**config.mk**
```make
export PLATFORM = sky130hd
export DESIGN_NAME = mint_timer
export DESIGN_NICKNAME = d
export VERILOG_FILES = /design/src/rtl/mint_pkg.sv /design/src/rtl/mint_div.sv /design/src/rtl/mint_down.sv /design/src/rtl/mint_irq.sv /design/src/rtl/mint_timer.sv
export SDC_FILE = /design/constraint.sdc
export NUM_CORES = 1
export LEC_CHECK = 0
export BUFFER_PORTS_ARGS = -buffer_cell sky130_fd_sc_hd__buf_2
export CAP_MARGIN = 20
export CORE_UTILIZATION = 55
export DETAILED_ROUTE_END_ITERATION = 10
export PLACE_DENSITY = 0.83
export SLEW_MARGIN = 30
export SYNTH_ARGS = -nofsm -noshare
export SYNTH_HDL_FRONTEND = slang
export SYNTH_HIERARCHICAL = 1
export SYNTH_SLANG_ARGS = --single-unit
```
**constraint.sdc**
```tcl
create_clock -name clk_i -period 1.25 [get_ports clk_i]
set_clock_uncertainty 0.05 [all_clocks]
set_input_delay 0.125 -clock clk_i [delete_from_list [all_inputs] [get_ports clk_i]]
set_output_delay 0.125 -clock clk_i [all_outputs]
set_load 0.05 [all_outputs]
```
**src/rtl/mint_pkg.sv**
```systemverilog
package mint_pkg;
  localparam int unsigned MINT_DIV_A = 16;
  localparam int unsigned MINT_DIV_B = 512;
  localparam int unsigned MINT_CNT_W = 5;

  typedef enum logic [1:0] {
    ACT_HOLD = 2'd0,
    ACT_LOAD = 2'd1,
    ACT_DEC  = 2'd2,
    ACT_WRAP = 2'd3
  } mint_act_e;
endpackage

```
**src/rtl/mint_div.sv**
```systemverilog
module mint_div #(
  parameter int unsigned DIV = 16
) (
  input  logic clk_i,
  input  logic rst_ni,
  input  logic en_i,
  output logic pulse_o
);
  localparam int unsigned CW = (DIV > 2) ? $clog2(DIV) : 1;
  localparam logic [CW-1:0] LAST = CW'(DIV - 1);

  logic [CW-1:0] cnt_q, cnt_d;

  assign pulse_o = en_i && (cnt_q == LAST);

  always_comb begin
    cnt_d = cnt_q;
    if (en_i) cnt_d = pulse_o ? '0 : cnt_q + 1'b1;
  end

  always_ff @(posedge clk_i or negedge rst_ni) begin
    if (!rst_ni)   cnt_q <= '0;
    else if (en_i) cnt_q <= cnt_d;
  end
endmodule

```
**src/rtl/mint_down.sv**
```systemverilog
module mint_down
  import mint_pkg::*;
#(
  parameter int unsigned CW = MINT_CNT_W
) (
  input  logic          clk_i,
  input  logic          rst_ni,
  input  logic          tick_i,
  input  logic          load_i,
  input  logic [CW-1:0] data_i,
  output logic [CW-1:0] count_o,
  output logic [CW-1:0] reload_o,
  output logic          expire_o
);
  localparam logic [CW-1:0] ONE = CW'(1);

  logic [CW-1:0] cnt_q, cnt_d, rld_q;
  mint_act_e     act;

  always_comb begin
    if (load_i)                    act = ACT_LOAD;
    else if (tick_i && rld_q != 0) act = (cnt_q == 0) ? ACT_WRAP : ACT_DEC;
    else                           act = ACT_HOLD;
  end

  always_comb begin
    unique case (act)
      ACT_LOAD: cnt_d = data_i;
      ACT_DEC:  cnt_d = cnt_q - 1'b1;
      ACT_WRAP: cnt_d = rld_q - 1'b1;
      default:  cnt_d = cnt_q;
    endcase
  end

  assign expire_o = ((act == ACT_DEC)  && (cnt_q == ONE)) ||
                    ((act == ACT_WRAP) && (rld_q == ONE));

  always_ff @(posedge clk_i or negedge rst_ni) begin
    if (!rst_ni) begin
      cnt_q <= '0;
      rld_q <= '0;
    end else begin
      if (act != ACT_HOLD) cnt_q <= cnt_d;
      if (load_i)          rld_q <= data_i;
    end
  end

  assign count_o  = cnt_q;
  assign reload_o = rld_q;
endmodule

```
**src/rtl/mint_irq.sv**
```systemverilog
module mint_irq (
  input  logic clk_i,
  input  logic rst_ni,
  input  logic expire_i,
  input  logic en_set_i,
  input  logic en_clr_i,
  input  logic ack_i,
  output logic en_o,
  output logic irq_o
);
  logic en_q, en_d, irq_q, irq_d;

  always_comb begin
    if (en_clr_i)      en_d = 1'b0;
    else if (en_set_i) en_d = 1'b1;
    else               en_d = en_q;
  end

  always_comb begin
    if (en_clr_i)              irq_d = 1'b0;
    else if (expire_i && en_q) irq_d = 1'b1;
    else if (ack_i)            irq_d = 1'b0;
    else                       irq_d = irq_q;
  end

  always_ff @(posedge clk_i or negedge rst_ni) begin
    if (!rst_ni) begin
      en_q  <= 1'b0;
      irq_q <= 1'b0;
    end else begin
      en_q  <= en_d;
      irq_q <= irq_d;
    end
  end

  assign en_o  = en_q;
  assign irq_o = irq_q;
endmodule

```
**src/rtl/mint_timer.sv**
```systemverilog
module mint_timer
  import mint_pkg::*;
#(
  parameter int unsigned DIV_A = MINT_DIV_A,
  parameter int unsigned DIV_B = MINT_DIV_B,
  parameter int unsigned CNT_W = MINT_CNT_W
) (
  input  logic             clk_i,
  input  logic             rst_ni,
  input  logic             load_i,
  input  logic [CNT_W-1:0] data_i,
  input  logic             en_set_i,
  input  logic             en_clr_i,
  input  logic             ack_i,
  output logic             irq_o,
  output logic [CNT_W-1:0] count_o
);
  localparam int unsigned NSTG = 2;

  logic rs_meta_q, rst_sync;
  logic [NSTG:0] stg;
  logic tick, expire, en_q;
  logic [CNT_W-1:0] rld_q;

  always_ff @(posedge clk_i or negedge rst_ni) begin
    if (!rst_ni) begin
      rs_meta_q <= 1'b0;
      rst_sync  <= 1'b0;
    end else begin
      rs_meta_q <= 1'b1;
      rst_sync  <= rs_meta_q;
    end
  end

  assign stg[0] = 1'b1;
  for (genvar g = 0; g < NSTG; g++) begin : g_pre
    mint_div #(.DIV((g == 0) ? DIV_A : DIV_B)) u_div (
      .clk_i  (clk_i),
      .rst_ni (rst_sync),
      .en_i   (stg[g]),
      .pulse_o(stg[g+1])
    );
  end
  assign tick = stg[NSTG];

  mint_down #(.CW(CNT_W)) u_down (
    .clk_i   (clk_i),
    .rst_ni  (rst_sync),
    .tick_i  (tick),
    .load_i  (load_i),
    .data_i  (data_i),
    .count_o (count_o),
    .reload_o(rld_q),
    .expire_o(expire)
  );

  mint_irq u_irq (
    .clk_i   (clk_i),
    .rst_ni  (rst_sync),
    .expire_i(expire),
    .en_set_i(en_set_i),
    .en_clr_i(en_clr_i),
    .ack_i   (ack_i),
    .en_o    (en_q),
    .irq_o   (irq_o)
  );
endmodule

```
Word-level counts from Yosys, hierarchy flattened
Cells that the tools add are included.
W data, S select, Z words.
Operators by class
  $add $sub $neg: 4
  eq/ne operators: 7
  muxes and demuxes: 11
  reduce and logical (&&, ||, !) cells: 13
Operator list (count)
  $pmux W5 S3: 1
  $eq A5 B1 Y1 const B: 2
  $sub A5 B1 Y5 const B: 2
  $add A9 B1 Y9 const B: 1
  $eq A9 B9 Y1 const B: 1
  $mux W9: 1
  $mux W1: 6
  $reduce_bool A3 Y1: 2
  $logic_and A1 B1 Y1: 5
  $logic_not A5 Y1: 1
  $reduce_bool A5 Y1: 1
  $add A4 B1 Y4 const B: 1
  $eq A2 B2 Y1 const B: 2
  $eq A4 B4 Y1 const B: 1
  $mux W2: 2
  $mux W4: 1
  $reduce_bool A2 Y1: 2
  $eq A2 B1 Y1 const B: 1
  $reduce_and A2 Y1: 1
  $logic_or A1 B1 Y1: 1
Word-level totals
  flip-flop bits (word level): 27
  input bits: 11
  word-level logic and storage cells: 43

Depth between registers and ports, before layout
Gate-level depths: netlist of the first run.
  depth after elaboration: 11
  gate-level depth with buffers: 10

Modules after synthesis
The synthesis of the first run kept the hierarchy.
Modules (own cells, without submodules)
  mint_down: times used 1, cells each 79, area each 715.7 um^2
  mint_div (g_pre[1].u_div): times used 1, cells each 48, area each 467.9 um^2
  mint_div (g_pre[0].u_div): times used 1, cells each 19, area each 187.7 um^2
  mint_irq: times used 1, cells each 7, area each 76.3 um^2
  mint_timer: times used 1, cells each 3, area each 53.8 um^2

Worst setup path after synthesis of the first run
No wires, ideal clock.
  path type: reg2reg
  start: register u_down.cnt_q[0], in the netlist u_down/count_o[0]
  end: register u_down.cnt_q[4], in the netlist u_down/count_o[4]
  arrival time: 1.751 ns
  setup slack: -0.670 ns
  stages on the path, launching flop included: 7
  path buffers: 0
  period minus slack after synthesis: 1.920 ns
  cells stage by stage: dfrtp_1 -> inv_1 -> ha_1 -> or2_2 -> a21oi_1 -> a31oi_1 -> a31o_1
On the way
  cells in the longest elaborated chain, start to end: 7
RTL lines
  from (decl): RTL line mint_down.sv:17  | logic [CW-1:0] cnt_q, cnt_d, rld_q;
  from (signal assigned): RTL line mint_down.sv:43  | if (act != ACT_HOLD) cnt_q <= cnt_d;
  $logic_not A5 Y1: RTL line mint_down.sv:22  | else if (tick_i && rld_q != 0) act = (cnt_q == 0) ? ACT_WRAP : ACT_DEC;
  $mux W1: RTL line mint_down.sv:22
  $mux W2: RTL line mint_down.sv:22
  $mux W2: RTL line mint_down.sv:21  | if (load_i) act = ACT_LOAD;
  $eq A2 B1 Y1 / $eq A2 B2 Y1 (equally long branches): RTL line mint_down.sv:27  | unique case (act)
  $reduce_bool A3 Y1 (no line)
  $reduce_and A2 Y1 (no line)
Several ways; a longest one is shown, not always the timed one.
A chain may end at the register's enable or synchronous reset.

Worst setup path in the final report of the first run
  start: register g_pre[1].u_div.cnt_q[5]
  end: register u_down.cnt_q[3], in the netlist u_down/count_o[3]
On the way
  cells in the longest elaborated chain, start to end: 8
RTL lines
  from (decl): RTL line mint_div.sv:12  | logic [CW-1:0] cnt_q, cnt_d;
  from (signal assigned): RTL line mint_div.sv:23  | else if (en_i) cnt_q <= cnt_d;
  $eq A9 B9 Y1 (*): RTL line mint_div.sv:14  | assign pulse_o = en_i && (cnt_q == LAST);
  $logic_and A1 B1 Y1 (*): RTL line mint_div.sv:14
  named net stg[2]: RTL line mint_timer.sv:21  | logic [NSTG:0] stg;
  $logic_and A1 B1 Y1 (*): RTL line mint_down.sv:22
  $mux W2 (*): RTL line mint_down.sv:22
  $mux W2 (*): RTL line mint_down.sv:21
  $eq A2 B1 Y1 / $eq A2 B2 Y1 (equally long branches): RTL line mint_down.sv:27
  $reduce_bool A3 Y1 (no line)
  $reduce_and A2 Y1 (no line)
Mark *: on every way through the listed nets, which the timed path passes. The rest lies on a longest branch.

==> flow_summary_export.csv, run 1 <==
group,metric,value,unit
sta,hold_viol,0,
routing,dr.first_iter.drc_count,144,
clock_network,clock-sinks,27,
floorplanning,die_h,54.3,um
global_route,grt_usage,0.369,
clock_network,cts_root_buf,"clkbuf_4",
clock_network,clk-insertion-delay-late,0.35,ns
setup_path,crit_chain,"nand4_1 > nor2_2 > ha_2 > nand2_4 > inv_4 > and2_4 > buf_6 > o211ai_1 > a21oi_2",
logic_synthesis,synth_compound_area_frac,0.142,
sta,post-route-period-util,1.57,
logic_synthesis,synth-seq-cells,27,
logic_synthesis,synth_cell_types,42,
setup_path,crit_required,1.48,ns
sta,slew_violations,0,
power,vdd_drop_max,1.29,mV
clock_network,cts_buffer_depth,2,
logic_synthesis,synth-simple-area-share,0.221,
routing,drt_wl_total,6.95,mm
clock_network,clk_pin_slew,0.17,ns
setup_path,reg2regPathDepth,9,
setup_path,worstSetupPathType,"flip-flop to flip-flop",
logic_synthesis,yosysSeqAreaShare,0.450,
floorplanning,design.portCount,17,
global_route,grt_max_degree,24,
global_route,grt_pass1_wl,7.30,mm
setup_path,end_kind,"flip-flop",
cells_and_area,fin_nets,261,
routing,via_count,1806,
global_route,overflow,0,
routing,route.detailed.drc,0,
setup_path,crit_arrival,2.20,ns
floorplanning,die_area,2940,sq um
floorplanning,die_x,54.3,um
logic_synthesis,synth_mux_area_frac,0.0425,
setup_path,rr_startpoint,"g_pre[1].u_div/cnt_q[5]$_DFFE_PN0P_",
global_route,first_global_vias,1537,
setup_path,cp-start-kind,"flip-flop",
sta,max_freq,509,MHz
flow_run,max_cap_viol_count,0,
global_route,grt_antenna_before_repair,0,
cells_and_area,drive_above_1_share,0.504,
routing,antenna_left,0,
cells_and_area,layout_commonest_cell,"buf_4",
logic_synthesis,netlist_instances,156,
setup_path,rr_endpoint,"u_down/count_o[3]$_DFFE_PN0P_",
clock_network,cts_tree,"done",
sta,timing.final.ws_setup,-0.716,ns
routing,avgViaCountPerCell,6.69,
placement,io_buffers,16,
cells_and_area,layout-area-overhead-vs-synth,63.0,%
sta,whs,0.0248,ns
logic_synthesis,synth_area,1500,sq um
cells_and_area,layout.cells.most_common_list,"buf_4 (38), dfrtp_1 (25), buf_6 (13), nand2_1 (12), buf_2 (11)",
sta,rsz0062_at_grt,"true",
sta,setup_viol,20,
logic_synthesis,synth_warnings,6,
clock_network,numCtsBuffers,3,
sta,tns,-7.59,ns
power,p_leak,1.11,nW
placement,hpwl,2.72,mm
hold_path,holdCritPathClass,"input port to flip-flop",
placement,pre_cts_ws,-0.477,ns
logic_synthesis,synth_top_family_by_area,"simple AND/OR/NAND/NOR gates",
hold_path,hold_end,"u_down/reload_o[3]$_DFFE_PN0P_",
run_status,failed_checks,"negative setup slack",
cells_and_area,fin_util,0.970,
power,power.density,1280,nW/um^2
placement,placed_area,2000,sq um
setup_path,crit_fanout,5,
run_status,outcome,"finished, violations left",
logic_synthesis,syn_area_per_cell,9.62,sq um
routing,routedWlPerCell,25.7,um
logic_synthesis,synth-edff-count,0,
placement,gp_congestion,0.871,
cells_and_area,fin_area,2450,sq um
logic_synthesis,async_flop_share,1.00,
floorplanning,initial_core_util,0.595,
floorplanning,fp-row-count,18,
logic_synthesis,synth-adder-area-share,0.0750,
logic_synthesis,synthFlopType,"dfrtp_1",
routing,dr.pass1.iters,4,
hold_path,worst_hold_startpoint,"data_i[3]",
clock_network,h-tree-depth,1,
hold_path,whs_path_depth,2,
floorplanning,coreArea,2520,sq um
setup_path,reg2reg_slack,-0.72,ns
sta,final.min_clock_period,1.97,ns
setup_path,crit_slowest_cell,"dfrtp_1",
logic_synthesis,synth-xor-area-share,0.0292,
setup_path,max_stage_delay,0.41,ns
cells_and_area,antennaDiodeCount,0,
## Yosys cell counts, drive strengths merged, types with 2 or more instances
| master | number | area, sq um |
|---|---|---|
| nand3b | 2 | 15.0 |
| nor3 | 3 | 15.0 |
| mux2i | 3 | 30.0 |
| inv | 12 | 45.0 |
| dfrtp | 27 | 676 |
| o22ai | 2 | 12.5 |
| o21ai | 13 | 65.1 |
| mux2 | 3 | 33.8 |
| xor2 | 2 | 17.5 |
| nand4 | 3 | 25.0 |
| nor2b | 3 | 18.8 |
| nand3 | 6 | 30.0 |
| xnor2 | 3 | 26.3 |
| nand2b | 5 | 31.3 |
| clkbuf | 2 | 7.51 |
| a31oi | 2 | 12.5 |
| or3 | 2 | 12.5 |
| ha | 9 | 113 |
| a21oi | 10 | 53.8 |
| nor2 | 9 | 33.8 |
| nand2 | 17 | 63.8 |
## state kept, by name, indices dropped and copies added (netlist names)
signal and flops:
u_down/reload_o 5, g_pre.u_div/cnt_q 13, rs_meta_q 1, rst_sync 1
u_irq/irq_o 1, u_down/count_o 5, u_irq/en_o 1
## kinds of logic (layout without fill, tap and decap cells)
logic type	after synthesis	in the layout
AND/OR/NAND/NOR	58	58
AO/OA/AOI/OAI	35	35
flip-flops	27	27
buffers and inverters	15	93
adder cells (fa/ha/maj)	9	9
multiplexers	6	6
XOR/XNOR	5	5
other	1	7
## routing by layer
layer,track usage,part of all wire,vias to the layer above
met2,0.659,0.46,180
met3,0.0667,0.10,76
met1,0.435,0.35,842
met5,0,0,-
li1,-,-,708
met4,0.145,0.092,0
## stage by stage
step	total power, mW	std cells
after floorplan	1.71	162
after global placement	2.08	244
after detailed placement	2.17	244
after CTS	2.72	261
after global routing	3.27	270
final	3.13	270
## power breakdown
part	internal [mW]	leakage (nW)	total, mW	switching (mW)
Sequential	1.03	0.322	1.18	0.154
Combinational	0.737	0.772	1.53	0.792
Clock	0.121	0.0177	0.421	0.301
## how the worst max path moves through the flow
stage,from,endpoint,slack (ns),cells past startpoint
2_1_floorplan,u_down/count_o[0]$_DFFE_PN0P_,u_down/count_o[2]$_DFFE_PN0P_,-0.43,6
6_report,g_pre[1].u_div/cnt_q[5]$_DFFE_PN0P_,u_down/count_o[3]$_DFFE_PN0P_,-0.72,9
3_5_place_dp,g_pre[1].u_div/cnt_q[1]$_DFFE_PN0P_,u_down/count_o[1]$_DFFE_PN0P_,-0.48,10
5_1_grt,g_pre[1].u_div/cnt_q[3]$_DFFE_PN0P_,u_irq/irq_o$_DFFE_PN0P_,-1.08,9
4_1_cts,u_down/reload_o[0]$_DFFE_PN0P_,u_down/count_o[0]$_DFFE_PN0P_,-0.52,6
3_3_place_gp,u_down/reload_o[1]$_DFFE_PN0P_,u_down/count_o[1]$_DFFE_PN0P_,-0.43,7
## critical path, delay by kind of cell (launching register included)
family / cells / cell delay, ns
AOI/OAI and AO/OA: 2 / 0.28
adders and majority gates: 1 / 0.23
buffers and inverters: 2 / 0.19
DFF: 1 / 0.41
and+or+nand+nor: 4 / 0.75
## repair_timing
item                                   4_1_cts  5_1_grt
setup endpoints to repair                   20       23
gates resized for setup                     37       21
hold buffers                                 9        1
pin swaps                                    9       12
setup buffers                                5       11
endpoints found under the hold margin       11        2
## cell type report
class | count | area, sq um
multi-input combinational | 120 | 990
clock inverter | 1 | 5.00
sequential | 27 | 678
tap | 30 | 37.5
timing repair buffer | 77 | 662
clock buffer | 3 | 22.5
fill | 44 | 75.1
inverter | 12 | 52.6
Note: power is estimated with default switching activity, not from simulation.
==> run 2, diff against run 1 <==
--- a/config.mk
+++ b/config.mk
@@ -7,6 +7,7 @@
 export LEC_CHECK = 0
 export BUFFER_PORTS_ARGS = -buffer_cell sky130_fd_sc_hd__buf_2
 export CAP_MARGIN = 20
+export CORE_ASPECT_RATIO = 1.5
 export CORE_UTILIZATION = 55
 export DETAILED_ROUTE_END_ITERATION = 10
 export PLACE_DENSITY = 0.83
==> run 2 against run 1 <==
- the run now fails in global routing (5_1_grt)
- synthesized cell count did not move
- area after synthesis did not move
==> flow_summary_export.csv, run 2 <==
group,metric,value,unit
placement,io_buffers,16,
logic_synthesis,netlist_instances,156,
sta,worst-ep-kind,"register input",
logic_synthesis,synth_warnings,6,
global_route,grt_max_degree,26,
floorplanning,initial_core_util,0.599,
logic_synthesis,synth_cell_types,42,
logic_synthesis,syn_area_per_cell,9.62,sq um
placement,hpwl,2.85,mm
global_route,grt_antenna_before_repair,0,
placement,place_inst,250,
logic_synthesis,ys_top_cells_by_count,"dfrtp_1 (27), nand2_1 (17), inv_1 (12)",
logic_synthesis,synthTopCellsByArea,"dfrtp_1 (45%), ha_1 (7.5%), nand2_1 (4.3%), a21oi_1 (3.0%), o21ai_0 (3.0%)",
floorplanning,fp-row-count,22,
logic_synthesis,synth_top_area_share,0.450,
logic_synthesis,synth_compound_area_frac,0.142,
floorplanning,die_h,66.0,um
logic_synthesis,synth_top_family_by_area,"simple AND/OR/NAND/NOR gates",
floorplanning,design.portCount,17,
floorplanning,die_x,44.7,um
sta,worst_endpoint,"u_down/count_o[0]$_DFFE_PN0P_/D",
logic_synthesis,synth_most_common_cell,"dfrtp_1",
clock_network,clock-sinks,27,
logic_synthesis,async_flop_share,1.00,
logic_synthesis,synth_mux_area_frac,0.0425,
logic_synthesis,yosysSeqAreaShare,0.450,
logic_synthesis,yosysTopAreaCell,"dfrtp_1",
clock_network,numCtsBuffers,3,
placement,gp_congestion,0.887,
clock_network,h-tree-depth,1,
logic_synthesis,synth-seq-cells,27,
logic_synthesis,synth-xor-area-share,0.0292,
logic_synthesis,synthFlopType,"dfrtp_1",
run_status,stop_stage,"global routing (5_1_grt)",
logic_synthesis,synth-adder-area-share,0.0750,
run_status,outcome,"did not finish",
clock_network,cts_root_buf,"clkbuf_4",
clock_network,cts_buffer_depth,2,
logic_synthesis,synth-simple-area-share,0.221,
logic_synthesis,synth_area,1500,sq um
run_status,tool.error,"[ERROR DPL-0033] detailed placement checks failed during check placement.",
logic_synthesis,synth-edff-count,0,
## run 2: cell counts after synthesis
Identical to the previous run, type by type.
## run 2: stage by stage
stage / setup slack (ns) / cell area (sq um)
4_1_cts: -0.546 / 2310
3_5_place_dp: -0.533 / 2000
3_3_place_gp: -0.423 / 2000
2_1_floorplan: -0.431 / 1600
## run 2: cells by family after synthesis
kind of cell               Yosys count
xor gates and xnor gates             5
DFF                                 27
muxes                                6
other                                1
buffers and inverters               15
and+or+nand+nor                     58
AOI/OAI and AO/OA                   35
adders and majority gates            9
## run 2: what timing repair did
item | in CTS
endpoints found under the setup margin | 20
hold buffers | 8
gates resized for setup | 34
endpoints found under the hold margin | 9
buffers inserted | 9
pin swaps | 8
==> run 3, diff against run 2 <==
--- a/config.mk
+++ b/config.mk
@@ -7,10 +7,9 @@
 export LEC_CHECK = 0
 export BUFFER_PORTS_ARGS = -buffer_cell sky130_fd_sc_hd__buf_2
 export CAP_MARGIN = 20
-export CORE_ASPECT_RATIO = 1.5
-export CORE_UTILIZATION = 55
+export CORE_UTILIZATION = 40
 export DETAILED_ROUTE_END_ITERATION = 10
-export PLACE_DENSITY = 0.83
+export PLACE_DENSITY_LB_ADDON = 0.15
 export SLEW_MARGIN = 30
 export SYNTH_ARGS = -nofsm -noshare
 export SYNTH_HDL_FRONTEND = slang
==> run 3 against run 2 <==
- the flow now finishes, with violations (negative setup slack)
==> flow_summary_export.csv, run 3 (synthesized netlist as in run 1, its figures left out) <==
group,metric,value,unit
routing,routedWlPerCell,13.4,um
cells_and_area,antennaDiodeCount,0,
sta,rsz0062_at_grt,"true",
placement,hpwl,2.79,mm
setup_path,end_kind,"flip-flop",
routing,avgViaCountPerCell,4.96,
setup_path,cp-start-kind,"flip-flop",
clock_network,numCtsBuffers,3,
global_route,grt_usage,0.203,
sta,timing.final.ws_setup,-0.479,ns
floorplanning,die_x,63.3,um
run_status,outcome,"finished, violations left",
clock_network,cts_root_buf,"clkbuf_8",
clock_network,h-tree-depth,1,
placement,gp_congestion,0.841,
hold_path,holdCritPathClass,"input port to flip-flop",
sta,setup_viol,15,
routing,antenna_left,0,
cells_and_area,drive_above_1_share,0.500,
setup_path,crit_start,"u_down/reload_o[1]$_DFFE_PN0P_",
placement,placed_area,2040,sq um
setup_path,rr_endpoint,"u_down/count_o[0]$_DFFE_PN0P_",
cells_and_area,largest_reg_flops,13,
clock_network,clk-insertion-delay-late,0.27,ns
global_route,grt_antenna_before_repair,0,
global_route,first_global_vias,1371,
routing,via_count,1368,
clock_network,clock-sinks,27,
routing,route.detailed.drc,0,
clock_network,cts_buffer_depth,2,
clock_network,cts_tree,"done",
cells_and_area,fin_area,2300,sq um
power,power.total,2.78,mW
clock_network,clk_pin_slew,0.09,ns
cells_and_area,layout.cells.most_common_list,"buf_4 (47), dfrtp_1 (25), nand2_1 (11), buf_2 (11)",
flow_run,max_cap_viol_count,0,
sta,post-route-period-util,1.38,
cells_and_area,num-fill-cells,296,
setup_path,crit_fanout,5,
placement,io_buffers,16,
power,vdd_drop_max,0.890,mV
sta,final.min_clock_period,1.73,ns
hold_path,whs_path_depth,3,
setup_path,crit_required,1.35,ns
setup_path,reg2regPathDepth,6,
power,power.density,1210,nW/um^2
setup_path,rr_startpoint,"u_down/reload_o[1]$_DFFE_PN0P_",
global_route,grt_max_degree,19,
setup_path,worstSetupPathType,"flip-flop to flip-flop",
global_route,grt_pass1_wl,6.33,mm
cells_and_area,top_register,"g_pre.u_div/cnt_q",
setup_path,crit_arrival,1.83,ns
cells_and_area,layout_commonest_cell,"buf_4",
routing,drt_wl_total,3.71,mm
routing,dr.pass1.iters,4,
floorplanning,die_h,63.3,um
run_status,failed_checks,"negative setup slack",
sta,hold_viol,0,
floorplanning,initial_core_util,0.433,
power,p_leak,1.05,nW
floorplanning,coreArea,3470,sq um
floorplanning,design.portCount,17,
sta,slew_violations,0,
cells_and_area,fin_nets,251,
floorplanning,fp-row-count,21,
routing,dr.first_iter.drc_count,61,
floorplanning,die_area,4000,sq um
sta,tns,-4.52,ns
setup_path,reg2reg_slack,-0.48,ns
sta,max_freq,578,MHz
global_route,overflow,0,
setup_path,crit_end,"u_down/count_o[0]$_DFFE_PN0P_",
cells_and_area,layout-area-overhead-vs-synth,53.0,%
-- run 3: how the worst min path moves through the flow --
stage / slack, ns / endpoint / from
3_3_place_gp: -0.14 / rs_meta_q$_DFF_PN0_ / rst_ni
2_1_floorplan: -0.22 / rs_meta_q$_DFF_PN0_ / rst_ni
6_report: 0.02 / u_down/reload_o[1]$_DFFE_PN0P_ / data_i[1]
3_5_place_dp: -0.14 / rs_meta_q$_DFF_PN0_ / rst_ni
5_1_grt: 0.02 / u_down/reload_o[1]$_DFFE_PN0P_ / data_i[1]
4_1_cts: 0.02 / u_irq/en_o$_DFFE_PN0P_ / en_set_i
-- run 3: layout make-up --
cell class	instances	area [sq um]	area share
Timing Repair Buffer	67	507	0.221
Sequential cell	27	678	0.295
Clock inverter	1	5.00	0.00218
Clock buffer	3	41.3	0.0180
Inverter	12	52.6	0.0229
Tap cell	46	57.6	0.0251
Multi-Input combinational cell	120	956	0.416
-- run 3: metal layers --
metal	up-vias	global-route usage	share of wire
met4	0	0.0426	0.0084
met3	4	0.0272	0.019
met5	-	0	0
met2	17	0.339	0.50
met1	658	0.280	0.47
li1	689	-	-
-- run 3: what timing repair did --
action / CTS / global route
endpoints found under the setup margin: 18 / 17
resized for setup: 16 / 23
hold endpoints to repair: 4 / 0
pin swaps: 9 / 16
buffers inserted: 5 / 4
hold buffers: 2 / 0
-- run 3: through the flow --
step                setup WS [ns]  hold slack (ns)   util  instances
floorplan                  -0.431           -0.221      -        162
global placement           -0.450           -0.141  0.588        263
detailed placement         -0.503           -0.137  0.588        263
CTS                        -0.506           0.0190  0.638        274
global route               -0.540           0.0184  0.662        276
finish                     -0.479           0.0194  0.662        276
-- run 3: critical path, stage by stage, from the launching register on --
cell      delay (ns)
dfrtp_1         0.40
inv_2           0.09
ha_4            0.13
or4b_4          0.50
and2_4          0.19
a211oi_2        0.18
o21ai_1         0.08
-- run 3: power breakdown --
part           switching, mW  internal, mW  total [mW]
Sequential             0.117          1.03        1.15
Combinational          0.546         0.584        1.13
Clock                  0.279         0.223       0.502
Total                  0.942          1.84        2.78
==> run 4, diff against run 3 <==
--- a/config.mk
+++ b/config.mk
@@ -13,5 +13,4 @@
 export SLEW_MARGIN = 30
 export SYNTH_ARGS = -nofsm -noshare
 export SYNTH_HDL_FRONTEND = slang
-export SYNTH_HIERARCHICAL = 1
 export SYNTH_SLANG_ARGS = --single-unit
==> run 4 against run 3 <==
- the run still ends with negative setup slack left
- combinational power fell by 66%
- critical path type unchanged
- first-iteration DRC count is 13% lower
- worst hold slack got worse by 0.0093 ns
- area after synthesis is 0.25% higher
- maximum frequency decreased by 12%
- synthesized cell count down 7.1%
- non-clock buffer count down 10
- critical path depth up 3
- sequential share of layout area is 2.6 points higher
- sequential cell count unchanged
==> flow_summary_export.csv, run 4 <==
group,metric,value,unit
run_status,outcome,"finished, violations left",
run_status,failed_checks,"negative setup slack",
clock_network,clk_pin_slew,0.09,ns
cells_and_area,layout_commonest_cell,"buf_4",
power,vdd_drop_max,0.558,mV
power,pwr-share-seq,0.512,
routing,antenna_left,0,
flow_run,max_cap_viol_count,0,
logic_synthesis,async_flop_share,1.00,
sta,timing.final.ws_setup,-0.705,ns
setup_path,end_kind,"flip-flop",
cells_and_area,fin_nets,224,
placement,pre_cts_ws,-0.636,ns
global_route,grt_antenna_before_repair,0,
routing,route.detailed.drc,0,
setup_path,reg2reg_slack,-0.70,ns
cells_and_area,top_register,"g_pre.u_div.cnt_q",
floorplanning,die_x,63.3,um
hold_path,worst_hold_startpoint,"data_i[1]",
setup_path,cp-start-kind,"flip-flop",
cells_and_area,layout-area-overhead-vs-synth,40.2,%
setup_path,max_stage_delay,0.37,ns
cells_and_area,largest_reg_flops,13,
setup_path,worstSetupPathType,"flip-flop to flip-flop",
hold_path,hold_end,"u_down.reload_o[1]$_DFFE_PN0P_",
logic_synthesis,synth_warnings,0,
logic_synthesis,yosysTopAreaCell,"dfrtp_1",
setup_path,rr_startpoint,"g_pre[1].u_div.cnt_q[0]$_DFFE_PN0N_",
routing,wl_met1,1.60,mm
logic_synthesis,synth_cell_types,46,
routing,dr_wl_met3,89,um
hold_path,whs_path_depth,3,
power,p_sw_frac,0.288,
clock_network,h-tree-depth,1,
routing,via_count,1254,
setup_path,crit_slowest_cell,"dfrtp_1",
logic_synthesis,synth_top_area_share,0.449,
logic_synthesis,synth-seq-cells,27,
floorplanning,die_area,4010,sq um
power,p_int,1.31,mW
logic_synthesis,synthFlopType,"dfrtp_1",
cells_and_area,drive_above_1_share,0.448,
setup_path,rr_endpoint,"u_down.count_o[3]$_DFFE_PN0P_",
logic_synthesis,synth-edff-count,0,
logic_synthesis,synth_most_common_cell,"dfrtp_1",
setup_path,crit_chain,"ha_2 > nand2_2 > nor2_4 > and3_4 > ha_4 > nand4_1 > a21oi_2 > a21oi_1 > a221o_1",
power,power.density,873,nW/um^2
routing,routedWlPerCell,13.4,um
sta,max_freq,512,MHz
floorplanning,die_h,63.3,um
placement,placed_area,1920,sq um
routing,drt_wl_total,3.35,mm
logic_synthesis,synthTopCellsByArea,"dfrtp_1 (45%), ha_1 (7.5%), nand2_1 (3.2%), o21ai_0 (3.0%), xnor2_1 (2.3%)",
sta,setup_viol,15,
placement,gp_congestion,0.806,
logic_synthesis,syn_area_per_cell,10.4,sq um
global_route,overflow,0,
setup_path,reg2regPathDepth,9,
logic_synthesis,ys_top_cells_by_count,"dfrtp_1 (27), nand2_1 (13), ha_1 (9), nor2_1 (9), o21ai_0 (9)",
clock_network,numCtsBuffers,3,
clock_network,cts_root_buf,"clkbuf_8",
sta,rsz0062_at_grt,"true",
sta,hold_viol,0,
routing,route.top_layer_used,"met4",
setup_path,cp.buffers_inverters,0,
sta,slew_violations,0,
floorplanning,coreArea,3470,sq um
power,clkPwrFrac,0.278,
placement,io_buffers,16,
placement,hpwl,2.43,mm
cells_and_area,layout.cells.most_common_list,"buf_4 (34), dfrtp_1 (25), nand2_1 (12), buf_2 (12), buf_6 (9)",
routing,dr_wl_met2,1.59,mm
floorplanning,initial_core_util,0.434,
clock_network,clk-insertion-delay-late,0.28,ns
floorplanning,design.portCount,17,
setup_path,crit_required,1.37,ns
floorplanning,fp-row-count,21,
logic_synthesis,synthesis.nets,165,
logic_synthesis,netlist_instances,145,
cells_and_area,fin_area,2110,sq um
logic_synthesis,yosysSeqAreaShare,0.449,
global_route,first_global_vias,1316,
clock_network,cts_buffer_depth,2,
logic_synthesis,synth_area,1510,sq um
global_route,grt_usage,0.192,
global_route,grt_pass1_wl,5.89,mm
routing,dr.pass1.iters,4,
hold_path,holdCritPathClass,"input port to flip-flop",
routing,avgViaCountPerCell,5.04,
sta,post-route-period-util,1.56,
power,comb_power_share,0.210,
setup_path,crit_arrival,2.08,ns
clock_network,clock-sinks,27,
setup_path,crit_fanout,4,
clock_network,cts_tree,"done",
setup_path,cp_top_family,"compound AO/OA/AOI/OAI gates",
cells_and_area,antennaDiodeCount,0,
sta,final.min_clock_period,1.95,ns
power,p_sw,0.531,mW
global_route,grt_max_degree,19,
power,p_leak,0.938,nW
routing,dr.first_iter.drc_count,53,
[run 4: cell count changes in the layout (fill, tap and decap cells not counted), moves of 3 or more]
cell / previous run / this run
buf_4: 47 / 34
o21ai_1: 7 / 4
a21oi_1: 5 / 2
ha_1: 3 / 6
inv_4: 3 / 0
conb_1: 7 / 1
nand2_2: 5 / 1
[run 4: power groups by stage]
stage	clock network (mW)	logic, mW	registers [mW]
3_5_place_dp	0	0.357	0.960
2_1_floorplan	0	0.140	1.04
3_3_place_gp	0	0.352	0.958
6_report	0.512	0.387	0.943
4_1_cts	0.528	0.375	0.943
5_1_grt	0.572	0.421	0.949
[run 4: through the flow]
step                      TNS (ns)  cells   util  total power, mW  hold slack (ns)
after floorplan              -5.31    145      -             1.17           -0.221
after global placement       -5.88    237  0.552             1.31           -0.141
after detailed placement     -6.25    237  0.552             1.32           -0.139
after CTS                    -7.21    246  0.592             1.85           0.0129
after global routing         -9.14    249  0.609             1.94           0.0266
final                        -7.65    249  0.609             1.84           0.0100
[run 4: worst max-delay path by stage]
stage                     cells after the start  slack [ns]                                start                            end
after CTS                                     9       -0.67  g_pre[1].u_div.cnt_q[1]$_DFFE_PN0N_  u_down.count_o[3]$_DFFE_PN0P_
after global routing                          9       -0.82  g_pre[1].u_div.cnt_q[0]$_DFFE_PN0N_  u_down.count_o[0]$_DFFE_PN0P_
after floorplan                               9       -0.66  g_pre[1].u_div.cnt_q[0]$_DFFE_PN0N_  u_down.count_o[3]$_DFFE_PN0P_
final                                         9       -0.70  g_pre[1].u_div.cnt_q[0]$_DFFE_PN0N_  u_down.count_o[3]$_DFFE_PN0P_
after global placement                        9       -0.62  g_pre[1].u_div.cnt_q[1]$_DFFE_PN0N_  u_down.count_o[3]$_DFFE_PN0P_
after detailed placement                      9       -0.64  g_pre[1].u_div.cnt_q[1]$_DFFE_PN0N_  u_down.count_o[3]$_DFFE_PN0P_
[run 4: cell type report]
| type | count | area [sq um] |
|---|---|---|
| timing repair buffer | 57 | 437 |
| tap | 46 | 57.6 |
| clock buffer | 3 | 41.3 |
| inverter | 8 | 30.0 |
| multi-input combinational | 107 | 862 |
| sequential | 27 | 678 |
| fill | 300 | 1360 |
| clock inverter | 1 | 5.00 |
[run 4: per-layer routing]
layer	global-route usage	vias up
met4	0.0824	0
met5	0	-
li1	-	628
met1	0.262	603
met3	0.0217	5
met2	0.305	18
[run 4: logic make-up after synthesis]
| family | after synthesis | share of synthesized area |
|---|---|---|
| mux | 6 | 0.0424 |
| fa+ha+maj | 9 | 0.0748 |
| simple gates | 52 | 0.217 |
| buf+inv | 11 | 0.0308 |
| compound gates | 33 | 0.149 |
| other cells | 1 | 0.00249 |
| xor+xnor | 6 | 0.0349 |
| flops | 27 | 0.449 |
[run 4: repair_timing]
action                     4_1_cts  5_1_grt
buffers inserted                 3        4
hold endpoints to repair         3        0
setup endpoints to repair       18       21
gates resized for setup         16       13
pin swaps                        5        6
hold buffers                     2        0
[run 4: worst reg2reg max path, stage by stage (launching register included)]
cell	delay [ns]
dfrtp_1	0.37
ha_2	0.20
nand2_2	0.07
nor2_4	0.09
and3_4	0.19
ha_4	0.13
nand4_1	0.13
a21oi_2	0.25
a21oi_1	0.11
a221o_1	0.27
